File: config.mk
export PLATFORM = sky130hd
export DESIGN_NAME = wp_unlock_seq
export DESIGN_NICKNAME = d
export VERILOG_FILES = /design/src/rtl/wp_pkg.sv /design/src/rtl/wp_key_match.sv /design/src/rtl/wp_window_ctr.sv /design/src/rtl/wp_protect_flag.sv /design/src/rtl/wp_unlock_seq.sv
export SDC_FILE = /design/constraint.sdc
export NUM_CORES = 1
export LEC_CHECK = 0
export ABC_AREA = 1
export BUFFER_PORTS_ARGS = -buffer_cell sky130_fd_sc_hd__buf_2
export CORE_ASPECT_RATIO = 0.8
export CORE_MARGIN = 10
export CORE_UTILIZATION = 42
export CTS_CLUSTER_SIZE = 12
export DETAILED_ROUTE_END_ITERATION = 12
export PLACE_DENSITY = 0.76
export SETUP_SLACK_MARGIN = 0.3
export SLEW_MARGIN = 20
export SYNTH_ARGS = -nofsm -noshare
export SYNTH_HDL_FRONTEND = slang
export SYNTH_HIERARCHICAL = 1
export SYNTH_SLANG_ARGS = --single-unit
File: constraint.sdc
create_clock -name clk -period 1.96 [get_ports clk]
set_input_delay 0 -clock clk [delete_from_list [all_inputs] [get_ports clk]]
set_output_delay 0 -clock clk [all_outputs]
set_load 0.02 [all_outputs]
File: src/rtl/wp_pkg.sv
package wp_pkg;
  localparam int KEY_STEPS = 3;

  typedef enum logic [1:0] {
    ST_IDLE,
    ST_KEY1,
    ST_KEY2,
    ST_OPEN
  } wp_state_e;

  typedef enum logic [1:0] {
    VD_PASS,
    VD_DROP,
    VD_EAT
  } wp_verdict_e;
endpackage

File: src/rtl/wp_key_match.sv
module wp_key_match
  import wp_pkg::*;
#(
  parameter int ADDR_W = 13,
  parameter int DATA_W = 8,
  parameter logic [KEY_STEPS-1:0][ADDR_W-1:0] KEY_ADDR = '0,
  parameter logic [KEY_STEPS-1:0][DATA_W-1:0] KEY_DATA = '0,
  parameter logic [DATA_W-1:0] OFF_DATA = '0
) (
  input  logic [ADDR_W-1:0]    addr,
  input  logic [DATA_W-1:0]    data,
  output logic [KEY_STEPS-1:0] step_hit,
  output logic                 off_hit
);
  for (genvar g = 0; g < KEY_STEPS; g++) begin : g_step
    assign step_hit[g] = (addr == KEY_ADDR[g]) && (data == KEY_DATA[g]);
  end

  assign off_hit = (addr == KEY_ADDR[KEY_STEPS-1]) && (data == OFF_DATA);
endmodule

File: src/rtl/wp_window_ctr.sv
module wp_window_ctr #(
  parameter int PAGE_BYTES = 64
) (
  input  logic clk,
  input  logic rst_n,
  input  logic clr,
  input  logic inc,
  output logic full
);
  localparam int CW = $clog2(PAGE_BYTES + 1);
  localparam logic [CW-1:0] LIMIT = CW'(PAGE_BYTES);

  logic [CW-1:0] cnt;

  always_ff @(posedge clk or negedge rst_n) begin
    if (!rst_n)   cnt <= '0;
    else if (clr) cnt <= '0;
    else if (inc) cnt <= cnt + 1'b1;
  end

  assign full = (cnt == LIMIT);

  AST_WINDOW_LIMIT: assert property (@(posedge clk) disable iff (!rst_n)
    inc |-> !full);
  AST_COUNT_BOUND: assert property (@(posedge clk) disable iff (!rst_n)
    cnt <= LIMIT);
endmodule

File: src/rtl/wp_protect_flag.sv
module wp_protect_flag (
  input  logic clk,
  input  logic rst_n,
  input  logic arm,
  input  logic disarm,
  output logic armed
);
  always_ff @(posedge clk or negedge rst_n) begin
    if (!rst_n)      armed <= 1'b0;
    else if (arm)    armed <= 1'b1;
    else if (disarm) armed <= 1'b0;
  end

  AST_ARM_EXCL: assert property (@(posedge clk) disable iff (!rst_n)
    !(arm && disarm));
  AST_DISARM_TAKES: assert property (@(posedge clk) disable iff (!rst_n)
    disarm |=> !armed);
endmodule

File: src/rtl/wp_unlock_seq.sv
module wp_unlock_seq
  import wp_pkg::*;
#(
  parameter int ADDR_W     = 13,
  parameter int DATA_W     = 8,
  parameter int PAGE_BYTES = 64,
  parameter logic [ADDR_W-1:0] KEY0_ADDR = 13'h1555,
  parameter logic [DATA_W-1:0] KEY0_DATA = 8'hAA,
  parameter logic [ADDR_W-1:0] KEY1_ADDR = 13'h0AAA,
  parameter logic [DATA_W-1:0] KEY1_DATA = 8'h55,
  parameter logic [ADDR_W-1:0] KEY2_ADDR = 13'h1555,
  parameter logic [DATA_W-1:0] KEY2_DATA = 8'hA0,
  parameter logic [DATA_W-1:0] OFF_DATA  = 8'h20
) (
  input  logic              clk,
  input  logic              rst_n,
  input  logic              in_valid,
  output logic              in_ready,
  input  logic [ADDR_W-1:0] in_addr,
  input  logic [DATA_W-1:0] in_data,
  output logic              out_valid,
  input  logic              out_ready,
  output logic [ADDR_W-1:0] out_addr,
  output logic [DATA_W-1:0] out_data,
  output logic              drop,
  input  logic              commit
);
  localparam logic [KEY_STEPS-1:0][ADDR_W-1:0] KADDR = {KEY2_ADDR, KEY1_ADDR, KEY0_ADDR};
  localparam logic [KEY_STEPS-1:0][DATA_W-1:0] KDATA = {KEY2_DATA, KEY1_DATA, KEY0_DATA};

  wp_state_e            state, state_d, nxt;
  wp_verdict_e          verdict, blocked;
  logic [KEY_STEPS-1:0] step_hit;
  logic                 off_hit, armed, full, take;
  logic                 arm_req, disarm_req, clr_req, inc_req;

  wp_key_match #(
    .ADDR_W(ADDR_W), .DATA_W(DATA_W),
    .KEY_ADDR(KADDR), .KEY_DATA(KDATA), .OFF_DATA(OFF_DATA)
  ) i_match (
    .addr(in_addr), .data(in_data), .step_hit(step_hit), .off_hit(off_hit)
  );

  wp_protect_flag i_flag (
    .clk(clk), .rst_n(rst_n),
    .arm(take && arm_req), .disarm(take && disarm_req), .armed(armed)
  );

  wp_window_ctr #(.PAGE_BYTES(PAGE_BYTES)) i_ctr (
    .clk(clk), .rst_n(rst_n),
    .clr(take && clr_req), .inc(take && inc_req), .full(full)
  );

  // Verdict and next step for the write presented this cycle.
  always_comb begin
    blocked    = armed ? VD_DROP : VD_PASS;
    verdict    = blocked;
    nxt        = state;
    arm_req    = 1'b0;
    disarm_req = 1'b0;
    clr_req    = 1'b0;
    inc_req    = 1'b0;
    unique case (state)
      ST_IDLE: begin
        if (step_hit[0]) begin
          verdict = VD_EAT;
          nxt     = ST_KEY1;
        end
      end
      ST_KEY1: begin
        nxt = ST_IDLE;
        if (step_hit[1]) begin
          verdict = VD_EAT;
          nxt     = ST_KEY2;
        end
      end
      ST_KEY2: begin
        nxt = ST_IDLE;
        if (step_hit[2]) begin
          verdict = VD_EAT;
          nxt     = ST_OPEN;
          arm_req = 1'b1;
          clr_req = 1'b1;
        end else if (off_hit) begin
          verdict    = VD_EAT;
          disarm_req = 1'b1;
        end
      end
      ST_OPEN: begin
        if (commit) begin
          verdict = VD_DROP;
          nxt     = ST_IDLE;
        end else if (full) begin
          verdict = VD_DROP;
        end else begin
          verdict = VD_PASS;
          inc_req = 1'b1;
        end
      end
      default: nxt = ST_IDLE;
    endcase
  end

  assign in_ready  = (verdict == VD_PASS) ? out_ready : 1'b1;
  assign take      = in_valid && in_ready;
  assign out_valid = in_valid && (verdict == VD_PASS);
  assign drop      = in_valid && (verdict == VD_DROP);
  assign out_addr  = in_addr;
  assign out_data  = in_data;

  always_comb begin
    if (state == ST_OPEN && commit) state_d = ST_IDLE;
    else if (take)                  state_d = nxt;
    else                            state_d = state;
  end

  always_ff @(posedge clk or negedge rst_n) begin
    if (!rst_n) state <= ST_IDLE;
    else        state <= state_d;
  end

  AST_OUT_EXCL: assert property (@(posedge clk) disable iff (!rst_n)
    !(out_valid && drop));
  AST_GUARDED_PASS: assert property (@(posedge clk) disable iff (!rst_n)
    (out_valid && armed) |-> (state == ST_OPEN));
  AST_COMMIT_RELOCK: assert property (@(posedge clk) disable iff (!rst_n)
    (state == ST_OPEN && commit) |=> (state == ST_IDLE));
  AST_ARM_FROM_KEY: assert property (@(posedge clk) disable iff (!rst_n)
    $rose(armed) |-> ($past(state) == ST_KEY2));
  AST_KEY_NOT_STORED: assert property (@(posedge clk) disable iff (!rst_n)
    (in_valid && state == ST_KEY2 && step_hit[2]) |-> !out_valid);
  AST_COMMIT_DROPS: assert property (@(posedge clk) disable iff (!rst_n)
    (in_valid && state == ST_OPEN && commit) |-> (drop && in_ready));
endmodule

==> out/metrics.csv, run 1 <==
metric,value,unit
syn-cell-area,1090,µm²
final-setup-viol-count,12,
grt_setup_unrepaired,yes,
fin_crit,2200,ps
vias,1253,
syn_to_final_growth,45.3,%
violations,setup timing,
die-area,5030,µm²
grt_pass1_vias,1089,
critical_path_class,reg2reg,
nets,273,
placed_cell_area,1320,µm²
clock_path_buffers,2,
yosys.area.top_type_share,23.0,%
die_h,65.5,µm
crit_fanout,5,
htree_levels,1,
drv_slew,0,
die_w,76.9,µm
clk_pin_slew,60,ps
insertion_delay,270,ps
antenna_found_initial,0,
hpwl,2.49,mm
fillers,223,
timing.hold.ws,118,ps
ys.flop_type,dfrtp_1,
drc_errors,0,
seq_area_frac_synth,23.0,%
power,0.000519,W
ys_warn_count,6,
crit_slowest_cell,dfrtp_1,
cp.required,2120,ps
n_antenna_cell,0,
design_area,1580,µm²
cp-start-kind,register,
tightest_slew,308,ps
grt_start_max_net_pins,11,
portBuffers,49,
cts_tree,yes,
synth.area.top_cells,"dfrtp_1 (23%), nand2_1 (15%), buf_4 (15%)",
grt_pass1_wl,5.01,mm
holdCritPathClass,in2async,
timing_hold_violations_final,0,
start_util,44.1,%
ios,50,
yosysUniqueCellTypes,19,
end_kind,register,
dr.pass1.iters,4,
path_cells,inv_2 > ha_4 > nand4_1 > nor3_2 > nor2_1 > inv_1 > a21oi_2 > nand2_1 > nand2_2 > nand2_4 > nand2_4 > nor3_4 > nor2_4 > inv_2 > nand3_1 > nand2_1 > nor2_1,
reg2regPathDepth,17,
max_freq,455,MHz
yosys-top-cells-count,"nand2_1 (44), nor2_1 (34), inv_1 (28)",
final_antenna_net_count,0,
drive_gt1_share,44.9,%
routed_wirelength,3.49,mm
viasPerCell,4.49,
num_rows,16,
dp_slack,-54.2,ps
max-slew-margin-rel,79.4,%
rr_endpoint,i_ctr/cnt[3]$_DFFE_PN0P_,
ir_worst_vdd,358,µV
synth_area_leader_cell,dfrtp_1,
reg2reg_setup_slack,-240,ps
grt_usage,12.3,%
synth_edf_count,0,
grt_overflow,0,
fin_crit_sh,112,%
syn-num-nets,211,
place_congestion,0.959,
syn_avg_cell_area,5.93,µm²
wire_per_inst,12.5,µm
slowest_delay,400,ps
maxCapViolCount,0,
synth_cells,183,
final_cells,279,
fin_skew,6.16,ps
cts-buffers-inserted,3,
rr_startpoint,i_ctr/cnt[1]$_DFFE_PN0P_,
drtIter0Drc,82,
yosysMostFrequentCell,nand2_1,
synth-async-reset-ratio,100,%
place_inst,257,
cp_data_arrival_time,2350,ps
cts_num_sinks,10,
synth-seq-cells,10,
core,2460,µm²
setup_slack,-238,ps
run_status,"complete, but fails checks",
powerDensity,329,nW/µm²
leakage,0.869,nW
ctsRootBufferMaster,clkbuf_4,
==> registers in the layout, indices dropped and copies added, names as in the netlist <==
name          count
state             2
i_flag/armed      1
i_ctr/cnt         7
==> cell usage in the layout (no fill, tap or decap) <==
cell           count
buf_2             47
nand2_1           42
nor2_1            31
inv_1             25
buf_4             25
dfrtp_1           10
nand3_1            9
a21oi_1            6
inv_2              5
nor2_4             5
buf_6              5
nand2_2            4
nand3_2            4
nor2_2             3
clkbuf_4           3
nand3b_1           2
nand2_4            2
nand4_1            2
o21ai_2            2
nor3_1             2
a21oi_2            1
o21ai_0            1
nor3b_1            1
nor3_4             1
dlygate4sd3_1      1
nor3_2             1
ha_4               1
ha_1               1
or2_1              1
==> worst max path at each step <==
stage	to	cells after the start	start	slack (ps)
after floorplan	i_ctr/cnt[5]$_DFFE_PN0P_	17	i_ctr/cnt[0]$_DFFE_PN0P_	-40
after global placement	i_ctr/cnt[5]$_DFFE_PN0P_	17	i_ctr/cnt[0]$_DFFE_PN0P_	40
after detailed placement	i_ctr/cnt[4]$_DFFE_PN0P_	17	i_ctr/cnt[0]$_DFFE_PN0P_	-50
after CTS	i_ctr/cnt[4]$_DFFE_PN0P_	17	i_ctr/cnt[1]$_DFFE_PN0P_	-9
after global routing	i_ctr/cnt[6]$_DFFE_PN0P_	17	i_ctr/cnt[1]$_DFFE_PN0P_	-450
final	i_ctr/cnt[3]$_DFFE_PN0P_	17	i_ctr/cnt[1]$_DFFE_PN0P_	-240
==> routing by layer <==
layer,vias to the layer above,global-route usage [%],routed length (µm)
met5,-,0,0
met4,0,2.08,34
met3,7,3.94,237
met2,40,22.4,1790
met1,547,13.9,1420
li1,659,-,-
==> what timing repair did <==
item | CTS | global route
hold buffers | 1 | 0
pin swaps | 1 | 15
hold endpoints to repair | 10 | 0
resized for setup | 11 | 14
buffers inserted | 14 | 4
endpoints found under the setup margin | 13 | 13
==> worst max-delay path, delay by kind of cell, from the launching register on <==
family	cells	cell delay, ps
buffers and inverters	3	300
AO/OA/AOI/OAI	1	70
flip-flops	1	400
AND/OR/NAND/NOR	12	1190
adder cells (fa/ha/maj)	1	120
==> stage by stage <==
step | utilization, % | setup TNS [ps]
floorplan | - | -113
global placement | 53.7 | 0
detailed placement | 53.7 | -208
CTS | 60.4 | -20.9
global route | 64.1 | -4370
finish | 64.1 | -2110
==> cell type report <==
class                           instances  area, µm²  share of cell area [%]
Timing Repair Buffer                   78        489                    31.0
Clock buffer                            3       22.5                    1.43
Sequential cell                        10        250                    15.9
Inverter                               30        113                    7.14
Tap cell                               36       45.0                    2.85
Multi-Input combinational cell        122        658                    41.7
==> power by group <==
part	internal [W]	leakage [nW]	switching [W]
logic	0.0000739	0.729	0.0000974
clock network	0.0000709	0.0138	0.0000676
registers	0.000208	0.126	0.00000121
total	0.000353	0.869	0.000166
==> cell families after synthesis <==
group	count (synthesis)	synth area share [%]
AND/OR/NAND/NOR	110	45.2
AO/OA/AOI/OAI	10	4.61
adder cells (fa/ha/maj)	2	2.30
flip-flops	10	23.0
buffers and inverters	51	24.9
Note: power is estimated with default switching activity, not from simulation.
==> run 2: changes to the inputs <==
--- a/config.mk
+++ b/config.mk
@@ -9,10 +9,10 @@
 export BUFFER_PORTS_ARGS = -buffer_cell sky130_fd_sc_hd__buf_2
 export CORE_ASPECT_RATIO = 0.8
 export CORE_MARGIN = 10
-export CORE_UTILIZATION = 42
+export CORE_UTILIZATION = 50
 export CTS_CLUSTER_SIZE = 12
 export DETAILED_ROUTE_END_ITERATION = 12
-export PLACE_DENSITY = 0.76
+export PLACE_DENSITY_LB_ADDON = 0.3
 export SETUP_SLACK_MARGIN = 0.3
 export SLEW_MARGIN = 20
 export SYNTH_ARGS = -nofsm -noshare
==> constraint.sdc (replaced) <==
create_clock -name clk -period 2.7 [get_ports clk]
set_input_delay 0 -clock clk [delete_from_list [all_inputs] [get_ports clk]]
set_output_delay 0 -clock clk [all_outputs]
set_load 0.02 [all_outputs]
==> out/metrics.csv, run 2 (synthesis gave the netlist of run 1 again) <==
metric,value,unit,change
drc_errors,0,,unchanged
htree_levels,1,,unchanged
slowest_delay,390,ps,about the same
run_status,completed,,
start_util,51.2,%,+7.1 points
grt_most_used_layer,met2,,
hpwl,2.37,mm,-4.5%
layout.area.seq,250,µm²,unchanged
max_freq,449,MHz,-1.2%
timing_hold_violations_final,0,,unchanged
grtUsageMet2,20.5,%,-1.8 points
fin_skew,9.47,ps,+3.31 ps
critical_path_buf_inv_count,3,,unchanged
crit_slowest_cell,dfrtp_1,,
n_antenna_cell,0,,unchanged
largest_reg_flops,7,,unchanged
grtUsageMet1,13.6,%,-0.34 points
viasPerCell,4.84,,+7.8%
die-area,4450,µm²,-12%
final_cell_mix,"buf_2 (49), nand2_1 (43), nor2_1 (32)",,
cp_data_arrival_time,2390,ps,+40 ps
rr_startpoint,i_ctr/cnt[0]$_DFFE_PN0P_,,
die_w,72.1,µm,-6.2%
hold_start,commit,,
grt_setup_unrepaired,no,,
drv_slew,0,,unchanged
powerDensity,300,nW/µm²,-8.8%
clock_path_buffers,2,,unchanged
met3_usage,5.15,%,+1.2 points
fillers,203,,-9.0%
grt_usage,12.0,%,-0.30 points
cp-start-kind,register,,
grt_pass1_wl,4.33,mm,-13%
syn_to_final_growth,18.1,%,
leakage,0.734,nW,-16%
max-slew-margin-rel,83.3,%,+3.9 points
cp.required,2870,ps,+750 ps
grt_pass1_vias,995,,-8.6%
drive_gt1_share,32.7,%,-12 points
holdCritPathClass,in2reg,,
crit_path_frequent_cell,nand2_2,,
ctsRootBufferMaster,clkbuf_4,,
top_regs,"i_ctr/cnt x7, state x2, i_flag/armed x1",,
clk_pin_slew,70,ps,about the same
tns,0,ps,+2110 ps
critical_path_class,reg2reg,,
fin_crit_sh,82.4,%,-30 points
largest-register,i_ctr/cnt,,
nets,246,,-9.9%
wire_per_inst,11.7,µm,-6.2%
maxCapViolCount,0,,unchanged
insertion_delay,270,ps,about the same
cts_num_sinks,10,,unchanged
dr.pass1.iters,4,,unchanged
final_antenna_net_count,0,,unchanged
placed_cell_area,1200,µm²,-8.9%
cts_tree,yes,,
antenna_found_initial,0,,unchanged
grt_start_max_net_pins,11,,unchanged
design_area,1280,µm²,-19%
layout_commonest_cell,buf_2,,
vias,1172,,-6.5%
core,2120,µm²,-14%
end_kind,register,,
crit_start,i_ctr/cnt[0]$_DFFE_PN0P_,,
multi_input_area,589,µm²,-10%
cts-buffers-inserted,3,,unchanged
critical_path.top_delay_family,simple AND/OR/NAND/NOR gates,,
die_h,61.7,µm,-5.8%
crit_fanout,4,,-1
fin_crit,2220,ps,+26.8 ps
tightest_slew,249,ps,-59.0 ps
num_rows,15,,-1
ios,50,,unchanged
final-setup-viol-count,0,,-12
routed_wirelength,2.84,mm,-19%
grt_overflow,0,,unchanged
place_congestion,0.838,,-13%
path_cells,inv_2 > ha_1 > nand4_1 > nor3_1 > nor2_1 > inv_1 > a21oi_1 > nand2_1 > nand2_2 > nand2_2 > nand2_2 > nor3_4 > nor2_4 > nor2_2 > nand2_1 > nand3_1 > inv_1,,
drtIter0Drc,35,,-57%
ir_worst_vdd,264,µV,-26%
portBuffers,49,,unchanged
==> run 2: timing repair <==
action                     4_1_cts  5_1_grt
gates resized for setup          0        7
hold buffers                     1        0
hold endpoints to repair        10        0
setup endpoints to repair        0        7
setup buffers                    0        1
==> run 2: worst min-delay path: cells and delay by family <==
family | cells | cell delay (ps)
buffers and inverters | 1 | 100
and+or+nand+nor | 3 | 220
==> run 2: layer usage <==
layer  wire [µm]  part of all wire (%)
met2        1370                    48
met1        1150                    41
met4           0                     0
met3         315                    11
met5           0                     0
==> run 2: power by group <==
| group | leakage (nW) | total [W] | internal (W) | switching (W) |
|---|---|---|---|---|
| clock network | 0.0210 | 0.000135 | 0.0000818 | 0.0000528 |
| registers | 0.126 | 0.000152 | 0.000151 | 0.000000853 |
| logic | 0.587 | 0.0000983 | 0.0000360 | 0.0000623 |
| total | 0.734 | 0.000385 | 0.000269 | 0.000116 |
==> run 2: final timing paths <==
path,endpoint,slack [ps],depth (start not counted)
setup / recovery,i_ctr/cnt[4]$_DFFE_PN0P_,480,17
hold reg to reg,i_flag/armed$_DFFE_PN0P_,520,2
hold / removal,state[0]$_DFFE_PN0P_,90,4
min in group asynchronous,i_flag/armed$_DFFE_PN0P_,120,2
max in group asynchronous,i_ctr/cnt[0]$_DFFE_PN0P_,2380,2
setup reg to reg,i_ctr/cnt[4]$_DFFE_PN0P_,480,17
==> run 2: cell type report <==
class / count / share of cell area [%]
inverter: 30 / 8.78
sequential: 10 / 19.5
tap: 25 / 2.44
clock buffer: 4 / 2.83
multi-input combinational: 122 / 46.0
timing repair buffer: 51 / 20.5
==> run 2: through the flow <==
| step | setup WS, ps | cells | total power, W | hold WS, ps | util, % |
|---|---|---|---|---|---|
| 5_1_grt | 295 | 242 | 0.000411 | 70.4 | 60.5 |
| 4_1_cts | 353 | 241 | 0.000388 | 76.8 | 59.0 |
| 3_3_place_gp | 478 | 236 | 0.000248 | -130 | 56.8 |
| 6_report | 475 | 242 | 0.000385 | 93.5 | 60.5 |
| 3_5_place_dp | 362 | 236 | 0.000251 | -124 | 56.8 |
| 2_1_floorplan | 531 | 183 | 0.000223 | -296 | - |
